$ cat config.mk
export PLATFORM = sky130hd
export DESIGN_NAME = excl_access_monitor
export DESIGN_NICKNAME = d
export VERILOG_FILES = /design/src/rtl/excl_mon_pkg.sv /design/src/rtl/excl_local_mon.sv /design/src/rtl/excl_tag_file.sv /design/src/rtl/excl_resolve.sv /design/src/rtl/excl_access_monitor.sv
export SDC_FILE = /design/constraint.sdc
export NUM_CORES = 1
export LEC_CHECK = 0
export BUFFER_PORTS_ARGS = -buffer_cell sky130_fd_sc_hd__buf_2
export CAP_MARGIN = 20
export CORE_MARGIN = 4
export CORE_UTILIZATION = 45
export CTS_CLUSTER_DIAMETER = 120
export DETAILED_ROUTE_END_ITERATION = 8
export GPL_TIMING_DRIVEN = 1
export PLACE_DENSITY = 0.74
export SYNTH_ARGS = -nofsm -noshare
export SYNTH_HDL_FRONTEND = slang
export SYNTH_HIERARCHICAL = 1
export SYNTH_SLANG_ARGS = --single-unit
$ cat constraint.sdc
create_clock -name clk -period 4.94 [get_ports clk]
set_clock_uncertainty 0.05 [all_clocks]
set_input_delay 1.482 -clock clk [delete_from_list [all_inputs] [get_ports clk]]
set_output_delay 1.482 -clock clk [all_outputs]
set_load 0.01 [all_outputs]
$ cat src/rtl/excl_mon_pkg.sv
// Shared constants and types for the dual-core exclusive monitor.
// Assumes exactly two cores; the tie rule in excl_resolve depends on it.
package excl_mon_pkg;
    localparam int NUM_CORES = 2;
    typedef logic [NUM_CORES-1:0] core_vec_t;
endpackage

$ cat src/rtl/excl_local_mon.sv
// One-bit local exclusive monitor of a single core: open or exclusive.
// Records no address. Closing has priority over arming in the same cycle.
module excl_local_mon (
    input  logic clk,
    input  logic rst_n,
    input  logic arm_i,
    input  logic open_i,
    output logic excl_o
);
    // State register: open after reset, armed by a load-exclusive.
    always_ff @(posedge clk) begin
        if (!rst_n)      excl_o <= 1'b0;
        else if (open_i) excl_o <= 1'b0;
        else if (arm_i)  excl_o <= 1'b1;
    end

    AST_OPEN_AFTER_CLOSE: assert property (@(posedge clk) disable iff (!rst_n)
        open_i |=> !excl_o);
endmodule

$ cat src/rtl/excl_tag_file.sv
// Global monitor: one word-granule tag per core with a valid bit.
// A tag drops on its own core's clear or store-exclusive, or when any
// core writes memory at the tagged granule. Assumes the write strobes
// carry only stores that really reach memory.
module excl_tag_file
    import excl_mon_pkg::*;
#(
    parameter int TAG_W = 30
) (
    input  logic                            clk,
    input  logic                            rst_n,
    input  core_vec_t                       arm_i,
    input  core_vec_t                       drop_i,
    input  core_vec_t                       wr_i,
    input  logic [NUM_CORES-1:0][TAG_W-1:0] gran_i,
    output core_vec_t                       vld_o,
    output logic [NUM_CORES-1:0][TAG_W-1:0] tag_o
);
    for (genvar j = 0; j < NUM_CORES; j++) begin : g_tag
        logic hit;

        // Snoop: does any core write memory at this tag's granule?
        always_comb begin
            hit = 1'b0;
            for (int k = 0; k < NUM_CORES; k++)
                if (wr_i[k] && gran_i[k] == tag_o[j]) hit = 1'b1;
        end

        // Tag update: drop, then arm, then snoop invalidation.
        always_ff @(posedge clk) begin
            if (!rst_n) begin
                vld_o[j] <= 1'b0;
                tag_o[j] <= '0;
            end else if (drop_i[j]) begin
                vld_o[j] <= 1'b0;
            end else if (arm_i[j]) begin
                vld_o[j] <= 1'b1;
                tag_o[j] <= gran_i[j];
            end else if (hit) begin
                vld_o[j] <= 1'b0;
            end
        end

        AST_DROP_CLEARS_TAG: assert property (@(posedge clk) disable iff (!rst_n)
            drop_i[j] |=> !vld_o[j]);
    end

    AST_RESET_NO_TAGS: assert property (@(posedge clk)
        !rst_n |=> (vld_o == '0));
endmodule

$ cat src/rtl/excl_resolve.sv
// Decides pass or fail for each store-exclusive and registers the status.
// A core is eligible when its local monitor is exclusive, its tag is valid
// and matches the request granule, and no clear arrives in the same cycle.
// Same-cycle order: core 0's stores come before core 1's.
module excl_resolve
    import excl_mon_pkg::*;
#(
    parameter int TAG_W = 30
) (
    input  logic                            clk,
    input  logic                            rst_n,
    input  core_vec_t                       sx_i,
    input  core_vec_t                       st_i,
    input  core_vec_t                       clr_i,
    input  core_vec_t                       local_i,
    input  core_vec_t                       vld_i,
    input  logic [NUM_CORES-1:0][TAG_W-1:0] tag_i,
    input  logic [NUM_CORES-1:0][TAG_W-1:0] gran_i,
    output core_vec_t                       wr_o,
    output core_vec_t                       done_o,
    output core_vec_t                       fail_o,
    output core_vec_t                       we_o
);
    core_vec_t elig, pass;
    logic      same_gran;

    // Per-core eligibility from the local bit and the global tag.
    for (genvar i = 0; i < NUM_CORES; i++) begin : g_elig
        assign elig[i] = sx_i[i] & ~clr_i[i] & local_i[i] & vld_i[i]
                       & (tag_i[i] == gran_i[i]);
    end

    // Tie rule: a core 0 write to the same granule defeats core 1.
    always_comb begin
        same_gran = (gran_i[0] == gran_i[1]);
        pass[0]   = elig[0];
        pass[1]   = elig[1] & ~((st_i[0] | elig[0]) & same_gran);
    end

    assign wr_o = st_i | pass;

    // Status registers: one-cycle report per store-exclusive.
    always_ff @(posedge clk) begin
        if (!rst_n) begin
            done_o <= '0;
            fail_o <= '0;
            we_o   <= '0;
        end else begin
            done_o <= sx_i;
            fail_o <= sx_i & ~pass;
            we_o   <= pass;
        end
    end

    for (genvar i = 0; i < NUM_CORES; i++) begin : g_chk
        AST_STATUS_NEXT_CYCLE: assert property (@(posedge clk) disable iff (!rst_n)
            sx_i[i] |=> done_o[i]);
        AST_NO_STATUS_IDLE: assert property (@(posedge clk) disable iff (!rst_n)
            !sx_i[i] |=> !done_o[i] && !we_o[i]);
    end

    AST_ONE_WINNER: assert property (@(posedge clk) disable iff (!rst_n)
        (sx_i == 2'b11 && gran_i[0] == gran_i[1]) |=> !(we_o[0] && we_o[1]));
endmodule

$ cat src/rtl/excl_access_monitor.sv
// Top: exclusive-access monitor for two cores sharing one memory.
// Per core, an untagged local monitor; shared, a tag per core.
// A load-exclusive arms both. Clear-exclusive or store-exclusive closes both.
// Status outputs arrive one cycle after the store-exclusive.
// Assumes a core's store-exclusive takes precedence over its own
// load-exclusive in the same cycle.
module excl_access_monitor
    import excl_mon_pkg::*;
#(
    parameter int ADDR_W   = 32,
    parameter int GRAN_LSB = 2
) (
    input  logic              clk,
    input  logic              rst_n,
    input  logic              c0_ld_ex,
    input  logic              c0_st_ex,
    input  logic              c0_st,
    input  logic              c0_clr_ex,
    input  logic [ADDR_W-1:0] c0_addr,
    input  logic              c1_ld_ex,
    input  logic              c1_st_ex,
    input  logic              c1_st,
    input  logic              c1_clr_ex,
    input  logic [ADDR_W-1:0] c1_addr,
    output logic              c0_mem_we,
    output logic              c0_sx_done,
    output logic              c0_sx_fail,
    output logic              c1_mem_we,
    output logic              c1_sx_done,
    output logic              c1_sx_fail
);
    localparam int TAG_W = ADDR_W - GRAN_LSB;

    core_vec_t ld, sx, st, clr, arm, drop, local_excl, tag_vld, wr, done, fail, we;
    logic [NUM_CORES-1:0][TAG_W-1:0] gran, tag;

    // Gather per-core port signals into vectors.
    assign ld   = {c1_ld_ex, c0_ld_ex};
    assign sx   = {c1_st_ex, c0_st_ex};
    assign st   = {c1_st, c0_st};
    assign clr  = {c1_clr_ex, c0_clr_ex};
    assign gran = {c1_addr[ADDR_W-1:GRAN_LSB], c0_addr[ADDR_W-1:GRAN_LSB]};
    assign drop = sx | clr;
    assign arm  = ld & ~drop;

    for (genvar g = 0; g < NUM_CORES; g++) begin : g_core
        excl_local_mon u_local (
            .clk    (clk),
            .rst_n  (rst_n),
            .arm_i  (arm[g]),
            .open_i (drop[g]),
            .excl_o (local_excl[g])
        );

        AST_TAG_NEEDS_LOCAL: assert property (@(posedge clk) disable iff (!rst_n)
            tag_vld[g] |-> local_excl[g]);
    end

    excl_tag_file #(.TAG_W(TAG_W)) u_tags (
        .clk    (clk),
        .rst_n  (rst_n),
        .arm_i  (arm),
        .drop_i (drop),
        .wr_i   (wr),
        .gran_i (gran),
        .vld_o  (tag_vld),
        .tag_o  (tag)
    );

    excl_resolve #(.TAG_W(TAG_W)) u_resolve (
        .clk     (clk),
        .rst_n   (rst_n),
        .sx_i    (sx),
        .st_i    (st),
        .clr_i   (clr),
        .local_i (local_excl),
        .vld_i   (tag_vld),
        .tag_i   (tag),
        .gran_i  (gran),
        .wr_o    (wr),
        .done_o  (done),
        .fail_o  (fail),
        .we_o    (we)
    );

    assign c0_mem_we  = we[0];
    assign c0_sx_done = done[0];
    assign c0_sx_fail = fail[0];
    assign c1_mem_we  = we[1];
    assign c1_sx_done = done[1];
    assign c1_sx_fail = fail[1];
endmodule

# --- Yosys cells after proc, flatten, opt, wreduce, memory -nomap -nowiden ---
# Cells that the tools add are included.
totals:
  reg_bits: 70
  inputBits: 74
  output_inout_bits: 6
  wordCells: 57
classes:
  eq_ne: 7
  muxes: 8
  bitwise_logic: 23
  reduce_logical: 10
ops:
  columns: ["operator", "n"]
  rows:
  - ["30-bit equality test", 7]
  - ["1-bit AND", 10]
  - ["1-bit two-way mux", 8]
  - ["1-bit NOT", 6]
  - ["2-bit AND", 2]
  - ["1-bit logical AND", 4]
  - ["2-bit NOT", 2]
  - ["2-bit OR", 2]
  - ["2-bit AND reduction", 2]
  - ["2-bit nonzero test", 2]
  - ["2-bit OR reduction", 2]
  - ["1-bit OR", 1]

# --- Depth between registers and ports, before layout ---
depth:
  word_depth: 15
  mapped_depth: 9

# --- Modules after synthesis ---
# Netlist, hierarchy kept.
modules_own_cells:
  columns: ["module", "n_inst", "cells_per_inst", "area_each_um2", "seq_area_each_um2"]
  rows:
  - ["excl_tag_file", 1, 432, 3588.4, 1241.2]
  - ["excl_resolve", 1, 152, 1266.2, 120.1]
  - ["excl_local_mon", 2, 3, 36.3, 20.0]
  - ["excl_access_monitor", 1, 4, 27.5, 0.0]

# --- Worst setup path after synthesis ---
# No wires, ideal clock.
synth_path:
  path_type: "input to register"
  startpoint: "in c1_addr[19]"
  endpoint: "reg u_tags.vld_o[0]"
  arrival_time_ns: 3.314
  setup_slack_ns: 1.450
  path_stages: 9
  path_buffers: 0
  cell_sequence: "xor2_1 > nand4b_1 > nor4_1 > a21oi_1 > a21oi_1 > nand4_1 > or4_1 > o41ai_1 > o21ai_1"
synth_between:
  elab_chain_cells: 8
synth_lines:
  columns: ["item", "line_no", "rtl"]
  rows:
  - ["from (decl)", "excl_access_monitor.sv:24", "input logic [ADDR_W-1:0] c1_addr,"]
  - ["30-bit equality test", "excl_resolve.sv:35", "same_gran = (gran_i[0] == gran_i[1]);"]
  - ["1-bit AND", "excl_resolve.sv:37", "pass[1] = elig[1] & ~((st_i[0] | elig[0]) & same_gran);"]
  - ["1-bit NOT", "excl_resolve.sv:37", null]
  - ["1-bit AND (*)", "excl_resolve.sv:37", null]
  - ["2-bit OR (*)", "excl_resolve.sv:40", "assign wr_o = st_i | pass;"]
  - ["net wr[1]", "excl_access_monitor.sv:34", "core_vec_t ld, sx, st, clr, arm, drop, local_excl, tag_vld, wr, done, fail, we;"]
  - ["1-bit logical AND (*)", "excl_tag_file.sv:26", "if (wr_i[k] && gran_i[k] == tag_o[j]) hit = 1'b1;"]
  - ["1-bit two-way mux (*)", "excl_tag_file.sv:26", null]
  - ["2-bit nonzero test (no source line) (*)", null, null]
  - ["to (signal, indexed assignment)", "excl_tag_file.sv:32", "vld_o[j] <= 1'b0;"]
  - ["to (signal, indexed assignment)", "excl_tag_file.sv:35", "vld_o[j] <= 1'b0;"]
  - ["to (signal, indexed assignment)", "excl_tag_file.sv:37", "vld_o[j] <= 1'b1;"]
  - ["to (decl)", "excl_tag_file.sv:16", "output core_vec_t vld_o,"]
# Mark *: on every way through the listed nets, which the timed path passes. The rest lies on a longest branch.
# A chain may end at the register's enable or synchronous reset.

# --- Worst setup path in the final report ---
layout_path:
  startpoint: "in c1_addr[28]"
  endpoint: "reg u_tags.vld_o[0]"
# The elaborated chain is that of the path after synthesis.

==> run metrics <==
Power Density=225 nW/um^2; Synth top area share=28.3%; Crit-path slowest cell=or4_1; register clock-pin slew on the reported worst setup and hold paths=70 ps; RD Place Congestion=0.937; clk buf depth=2; crit path cell chain=buf_2 -> xnor2_1 -> nand4b_1 -> nor4_1 -> a21oi_1 -> a21oi_1 -> nand4_1 -> or4_1 -> o41ai_1 -> o21ai_1; post-place setup slack=739 ps; first-pass GRT wire length=24700 um; Initial DRT Pass Iterations=4; Slew @ Worst Pin=695 ps; FFs w/ async S/R, synth=0%; nets@finish=741; slack of the critical path=1070 ps; Syn. warnings=6; CP Launch Type=input pin; crit-path most repeated cell=a21oi_1; core area=10800 um^2; vias per cell=5.55; Post-route DRC=0; Netlist Area Pre-Place=4950 um^2; post-DP HPWL=12700 um; sequential power share=45.6%; Detail Route Antenna Nets=0; # resized after CTS=0; combinational power share=19.4%; Total GRT Usage=25.3%; status=finished clean; VDD IR max=0.107 mV; Synth-to-Final Area Change=14.9%; final setup fails=0; f_max=258 MHz; DRT Wirelength=16100 um; Synth area leaders=dfxtp_1 28%, xnor2_1 20%, xor2_1 17%, nand2_1 9.5%, a21boi_0 9.2%; row cnt=38; Hold Buf Count CTS=0; net count after synthesis=668; Pint=910 uW; largest net degree at the start of global routing=48; register area share after synthesis=28.3%; Syn Area/Cell=8.34 um^2; Die Height=113 um; setup TNS=0 ps; vias in the first global route=4430; hold crit path type=flop to flop; final hold viol count=0; Starting Density=45.9%; Period Utilization, post-route=78.4%; Clock Power Share=35.0%; Vias=4505; EDFF count, synth=0; CTS buffer count=9; top cells by count, synth=125 x nand2_1, 111 x xnor2_1, 96 x xor2_1, 70 x dfxtp_1, 61 x a21boi_0; Max Cap Viol=0; die area=12800 um^2; Setup Fix Bufs, Post-CTS=0; top-count cell post-synth=nand2_1; layout cells sized above 1=14.8%; initial antenna violation count=0; H-Tree Depth=3; Gate Count Post-Synth=594; main flop type after synthesis=dfxtp_1; Placement Cell Area=5450 um^2; Setup crit end kind=flop; P_leak=2.00 nW; CTS root buffer=clkbuf_8; Remaining Overflow, GRT=0; count of input and output buffers=75; Yosys cell types=33; worst setup path category=input pin to flop; Slew headroom=53.7%; CP Max Fanout=5; crit-path max cell delay=520 ps; WP data required=5140 ps; switching pwr=371 uW; Design Area, Final=5690 um^2; Tmin final=3870 ps; detailed-route wire length per cell=19.9 um; setup repair after global routing missed its margin=false; # diodes=0; register bit total from synthesis=70; Die Width=113 um; switch share=28.9%; leading area contributor after synthesis=dfxtp_1; I/O Pins=80; TritonCTS clock tree=yes; fillers=1036; Num Clock Sinks=70; worst skew pair latency=360 ps; initial DRC count=381; Slew Viols, Final=0; critical path arrival=4070 ps
power by group through the flow:
stage | registers (mW) | clock network [mW] | logic, mW
global placement | 0.596 | 0 | 0.237
detailed placement | 0.597 | 0 | 0.240
global route | 0.585 | 0.478 | 0.266
finish | 0.584 | 0.448 | 0.249
floorplan | 0.594 | 0 | 0.126
CTS | 0.584 | 0.458 | 0.242
through the flow:
step	total power, mW	hold slack [ps]	instances	util [%]
floorplan	0.720	390	594	-
global placement	0.833	412	792	50.5
detailed placement	0.836	435	792	50.5
CTS	1.28	437	807	52.2
global route	1.33	472	811	52.7
finish	1.28	436	811	52.7
cell type report:
class | instances | area [um^2] | share of cell area, %
Clock buffer | 15 | 186 | 3.27
Inverter | 5 | 18.8 | 0.330
Multi-Input combinational cell | 501 | 3470 | 61.0
Sequential cell | 70 | 1400 | 24.6
Tap cell | 140 | 175 | 3.08
Timing Repair Buffer | 80 | 439 | 7.71
sequential cells by signal, indices dropped and copies added, names as in the netlist:
register               count
u_tags/vld_o               2
u_resolve/done_o           2
u_resolve/fail_o           2
u_resolve/we_o             2
g_core.u_local/excl_o      2
u_tags/tag_o              60
kinds of logic after synthesis:
family,synth area share (%)
xor+xnor,36.6
buf+inv,1.74
flops,28.3
compound gates,11.9
simple gates,21.4
final timing paths:
path	cells past startpoint	slack [ps]	endpoint	from
worst max-delay path	10	1070	u_tags/vld_o[0]	c1_addr[28]
worst min-delay path	2	440	u_tags/vld_o[1]	u_tags/vld_o[1]
worst max register to register	9	1960	u_tags/vld_o[0]	u_tags/tag_o[56]
worst min register to register	2	440	u_tags/vld_o[1]	u_tags/vld_o[1]
cell usage in the layout, fill, tap and decap left out, types with 13 or more instances in the layout:
cell type,Yosys,routed
buf_2,0,75
clkbuf_8,0,13
nand2_1,125,125
nor4_1,26,26
xor2_1,96,96
xnor2_1,111,111
dfxtp_1,70,70
a21boi_0,61,61
nand4_1,36,36
critical path, delay by kind of cell:
family / cells / cell delay, ps
buffers and inverters: 1 / 150
xor gates and xnor gates: 1 / 280
AOI/OAI and AO/OA: 4 / 900
and+or+nand+nor: 4 / 1240
per-layer routing:
layer / vias to the layer above / GRT usage [%] / share of wire, %
li1: 2158 / - / -
met1: 2090 / 33.8 / 43
met2: 228 / 39.9 / 45
met3: 29 / 6.84 / 9.7
met4: 0 / 7.85 / 2.1
met5: - / 0 / 0
No activity file was read; power rests on OpenSTA's default activity.
